--- config.mk ---
export PLATFORM = sky130hd
export DESIGN_NAME = bist_result_reporter
export DESIGN_NICKNAME = d
export VERILOG_FILES = /design/src/rtl/bist_result_reporter.sv
export SDC_FILE = /design/constraint.sdc
export NUM_CORES = 1
export LEC_CHECK = 0
export ABC_AREA = 1
export BUFFER_PORTS_ARGS = -buffer_cell sky130_fd_sc_hd__buf_2
export CORE_AREA = 2 2 39 41
export DETAILED_ROUTE_END_ITERATION = 10
export DIE_AREA = 0 0 41 43
export PLACE_DENSITY = 0.32
export SYNTH_ARGS = -nofsm -noshare
export SYNTH_HDL_FRONTEND = slang
export SYNTH_SLANG_ARGS = --single-unit
--- constraint.sdc ---
create_clock -name clk -period 0.8 [get_ports clk]
set_input_delay 0.04 -clock clk [delete_from_list [all_inputs] [get_ports clk]]
set_output_delay 0.04 -clock clk [all_outputs]
set_load 0.01 [all_outputs]
--- src/rtl/bist_result_reporter.sv ---
module bist_result_reporter (
  input  logic       clk,
  input  logic       rst_n,
  input  logic       test_en,
  input  logic       start,
  input  logic       fail,
  input  logic       expire,
  input  logic       done_evt,
  input  logic       pulse_mode,
  output logic [2:0] result
);

  logic mode_q, expire_q, fail_hit_q, fail_lvl_q, done_q;
  logic fail_out;

  always_ff @(posedge clk or negedge rst_n) begin
    if (!rst_n) begin
      mode_q     <= 1'b0;
      expire_q   <= 1'b0;
      fail_hit_q <= 1'b0;
      fail_lvl_q <= 1'b0;
      done_q     <= 1'b0;
    end else if (!test_en) begin
      mode_q     <= 1'b0;
      expire_q   <= 1'b0;
      fail_hit_q <= 1'b0;
      fail_lvl_q <= 1'b0;
      done_q     <= 1'b0;
    end else begin
      mode_q     <= pulse_mode;
      expire_q   <= expire;
      fail_hit_q <= fail;
      fail_lvl_q <= fail | (fail_lvl_q & ~start);
      done_q     <= done_evt | (done_q & ~start);
    end
  end

  assign fail_out = mode_q ? fail_hit_q : fail_lvl_q;
  assign result   = test_en ? {done_q, fail_out, expire_q} : 3'b000;

endmodule


Word level (Yosys, flattened, before mapping). Cells that the tools add are included.

Register bits after elaboration: 5. Bits in latches: 0. RAM bits: 0. ROM bits: 0. Word-level logic and storage cells: 17. Memories: 0.

Add/sub/neg operators: 0. Multiply operators: 0. Div/mod/pow operators: 0. Magnitude comparators: 0. Equality and inequality tests: 0. Shift operators: 0. Muxes and demuxes: 7. Bitwise operators: 5. Reductions and logical operators: 0.

Operators with widths (count): 2-to-1 mux 1 bit (6); 2-to-1 mux 3 bit (1); bitwise AND 1 bit (2); OR 1 bit (2); inverter 1 bit (1).

Depth between registers and ports, before layout.
Word-level depth: 4. Mapped depth: 4.

Worst setup path before layout. OpenSTA, ideal clock, no wires.

Kind: flip-flop to output port. Start: reg mode_q. End: out result[1]. Data arrival time: 0.579 ns. Slack: 0.181 ns. Stages on the path, launching flop included: 4. Path through: dfrtp_1 -> nand2_1 -> nand2_1 -> nor2_2.

Cells in the longest elaborated chain, start to end: 2.

Ends and longest elaborated chain: start, declared (line 13) `logic mode_q, expire_q, fail_hit_q, fail_lvl_q, done_q;`; start signal, assigned (line 30) `mode_q <= pulse_mode;`; 2-to-1 mux 1 bit (line 38) `assign fail_out = mode_q ? fail_hit_q : fail_lvl_q;`; 2-to-1 mux 3 bit (line 39) `assign result = test_en ? {done_q, fail_out, expire_q} : 3'b000;`; end, declared (line 10) `output logic [2:0] result`.

Every way passes these cells.

Worst setup path after layout. Same ends and word-level chain as after synthesis.

==> results.json <==
{
  "htree_levels": 1,
  "worstPathRequired_ns": 0.76,
  "grt_max_degree": 9,
  "avgSynthCellArea_um2": 8.91,
  "critPathKind": "reg2out",
  "grt_use_total": 0.0605,
  "p_per_area_nw_per_um2": 1780,
  "power.static_leakage_uw": 0.000223,
  "arrival_ns": 0.90,
  "grt_pass1_vias": 168,
  "antenna_cells": 0,
  "fmaxAchievable_ghz": 1.06,
  "hold_path_startpoint": "done_evt",
  "cts.clk_slew.worst_paths_ns": 0.04,
  "synthAdderAreaFrac": 0,
  "synth.top_cell.area_share": 0.562,
  "ys_types": 9,
  "critPathMaxStageDelay_ns": 0.37,
  "worstPathCellList": "nand2_1 > nand2_1 > nor2_2 > buf_2",
  "synth_top_family_by_area": "simple AND/OR/NAND/NOR gates",
  "hold_viol_final": 0,
  "cts_buffers": 3,
  "antenna_found_initial": 0,
  "grt_pass1_wl_um": 634,
  "wl_per_cell_um": 6.85,
  "area_growth_pct": 64.0,
  "remaining_drc_errors": 0,
  "rr_endpoint": "fail_lvl_q",
  "clock_latency_ns": 0.23,
  "crit_top_cell": "nand2_1",
  "row_count": 14,
  "fin_crit_ns": 0.943,
  "rsz0062_at_grt": "true",
  "drtPass1Iterations": 1,
  "die_area_um2": 1760,
  "worst_slew_pin_slew_ns": 0.166,
  "fin_ws_ns": -0.143,
  "drv_slew": 0,
  "synthXorXnorAreaFrac": 0,
  "ant_nets": 0,
  "vdd_drop_max_uv": 668,
  "syn_area_um2": 223,
  "wl_met3_um": 44,
  "drt-total-wl_um": 404,
  "drt_iter0_drc": 0,
  "start_kind": "flip-flop",
  "setup_violations": 3,
  "die_w_um": 41,
  "syn_nets": 33,
  "cts_tree": "yes",
  "synth.area.top_cells": "dfrtp_1, nand2_1, inv_1",
  "layout-drive-gt1-share": 0.419,
  "slew_headroom": 0.889,
  "fin_crit_sh": 1.18,
  "viasPerCell": 3.32,
  "muxShareOfSynthArea": 0,
  "crit_family": "flip-flops",
  "pre_cts_slack_ns": 0.0825,
  "final_cell_area_um2": 365,
  "synth-seq-cells": 5,
  "cts_root_buffer": "clkbuf_4",
  "seq_area_frac_synth": 0.562,
  "hpwl_um": 345,
  "vias": 196,
  "rrSetupSlack_ns": 0.07,
  "gp_congestion": 0.663,
  "violations": "setup timing",
  "drt-met1-wl_um": 165,
  "cp_max_fo": 2,
  "status": "complete, but fails checks",
  "reg2reg_depth": 3,
  "min_path_type": "in2reg",
  "die_h_um": 43,
  "whs_path_depth": 3,
  "routed.top_layer": "met3",
  "ys_warn_count": 0,
  "finClkSkew_ns": 0,
  "endpoint_kind": "output pin",
  "route.met2.wl_um": 195,
  "start_util": 0.161,
  "worst-path-buf-inv": 1,
  "ios": 11,
  "overflow": 0,
  "max_cap_violations": 0,
  "rr_startpoint": "fail_lvl_q",
  "synth_compound_area_frac": 0.0393,
  "yosysTopAreaCell": "dfrtp_1",
  "syn_inst": 25,
  "hold-path-endpoint": "done_q",
  "core_area_um2": 1380,
  "port_buffers": 10,
  "cts_buffer_depth": 2,
  "clock-sinks": 5,
  "dpl-instance-area_um2": 285,
  "nNetsFinal": 52,
  "cp_slowest_cell": "dfrtp_1",
  "yosys.area_share.simple": 0.264
}
-- layout make-up --
class,count,area [um2]
inverter,6,22.5
timing repair buffer,15,104
fill,162,1020
tap,16,20.0
sequential,5,125
clock buffer,4,26.3
multi-input combinational,13,67.6
-- timing repair --
| action | 4_1_cts | 5_1_grt |
|---|---|---|
| hold endpoints to repair | 8 | 0 |
| pin swaps | 2 | 0 |
| gates resized for setup | 2 | 0 |
| hold buffers | 4 | 0 |
| setup endpoints to repair | 3 | 3 |
| buffers inserted | 1 | 0 |
-- cells by family (layout without fill, tap and decap cells) --
kind of cell | Yosys count | in the layout
buffers and inverters | 7 | 25
AND/OR/NAND/NOR | 12 | 12
AO/OA/AOI/OAI | 1 | 1
flip-flops | 5 | 5
-- layer usage --
layer  GRT usage  vias to the layer above
met5           0                        -
met4      0.0600                        0
met3      0.0314                        0
met2      0.0688                        7
met1      0.0749                       84
li1            -                      105
-- worst register-to-register path, stage by stage, from the launching register on --
cell,delay (ns)
dfrtp_1,0.37
buf_4,0.13
nand3b_1,0.07
nand2_1,0.05
-- worst max-delay path by stage --
stage | slack (ns) | endpoint | startpoint | cells after the start
3_3_place_gp | 0.09 | result[1] | fail_lvl_q | 3
5_1_grt | -0.21 | result[1] | mode_q | 4
6_report | -0.14 | result[1] | mode_q | 4
2_1_floorplan | 0.18 | result[1] | mode_q | 3
4_1_cts | -0.16 | result[1] | mode_q | 4
3_5_place_dp | 0.08 | result[1] | fail_lvl_q | 3
-- metrics by stage --
| step | power (uW) | hold WS [ns] | utilization | TNS, ns | std cells |
|---|---|---|---|---|---|
| floorplan | 319 | -0.256 | - | 0 | 25 |
| global placement | 349 | -0.138 | 0.206 | 0 | 50 |
| detailed placement | 351 | -0.138 | 0.206 | 0 | 50 |
| CTS | 670 | 0.00746 | 0.264 | -0.316 | 59 |
| global route | 701 | 0.0265 | 0.264 | -0.404 | 59 |
| finish | 650 | 0.0135 | 0.264 | -0.261 | 59 |
-- where the power goes --
group          leakage (uW)  switching (uW)  total [uW]  internal [uW]
clock             0.0000150            93.6         282            188
sequential        0.0000639            7.47         276            269
combinational      0.000144            40.8        91.8           51.1
total              0.000223             142         650            508
-- flip-flops by register name (all words and copies together) (netlist names) --
name and cells:
done_q 1, expire_q 1, fail_hit_q 1, fail_lvl_q 1
mode_q 1
-- Yosys cell counts, drive strengths merged --
library cell / count
nand2: 9
nor2: 2
o21ai: 1
inv: 6
dfrtp: 5
nand3b: 1
buf: 1
-- layout by cell type (no fill, tap or decap), types with 3 or more instances in the layout --
cell type      netlist  final
dlygate4sd3_1        0      4
buf_2                0      9
dfrtp_1              5      5
nand2_1              8      8
clkbuf_4             0      3
inv_1                6      5
Note: power is estimated with default switching activity, not from simulation.
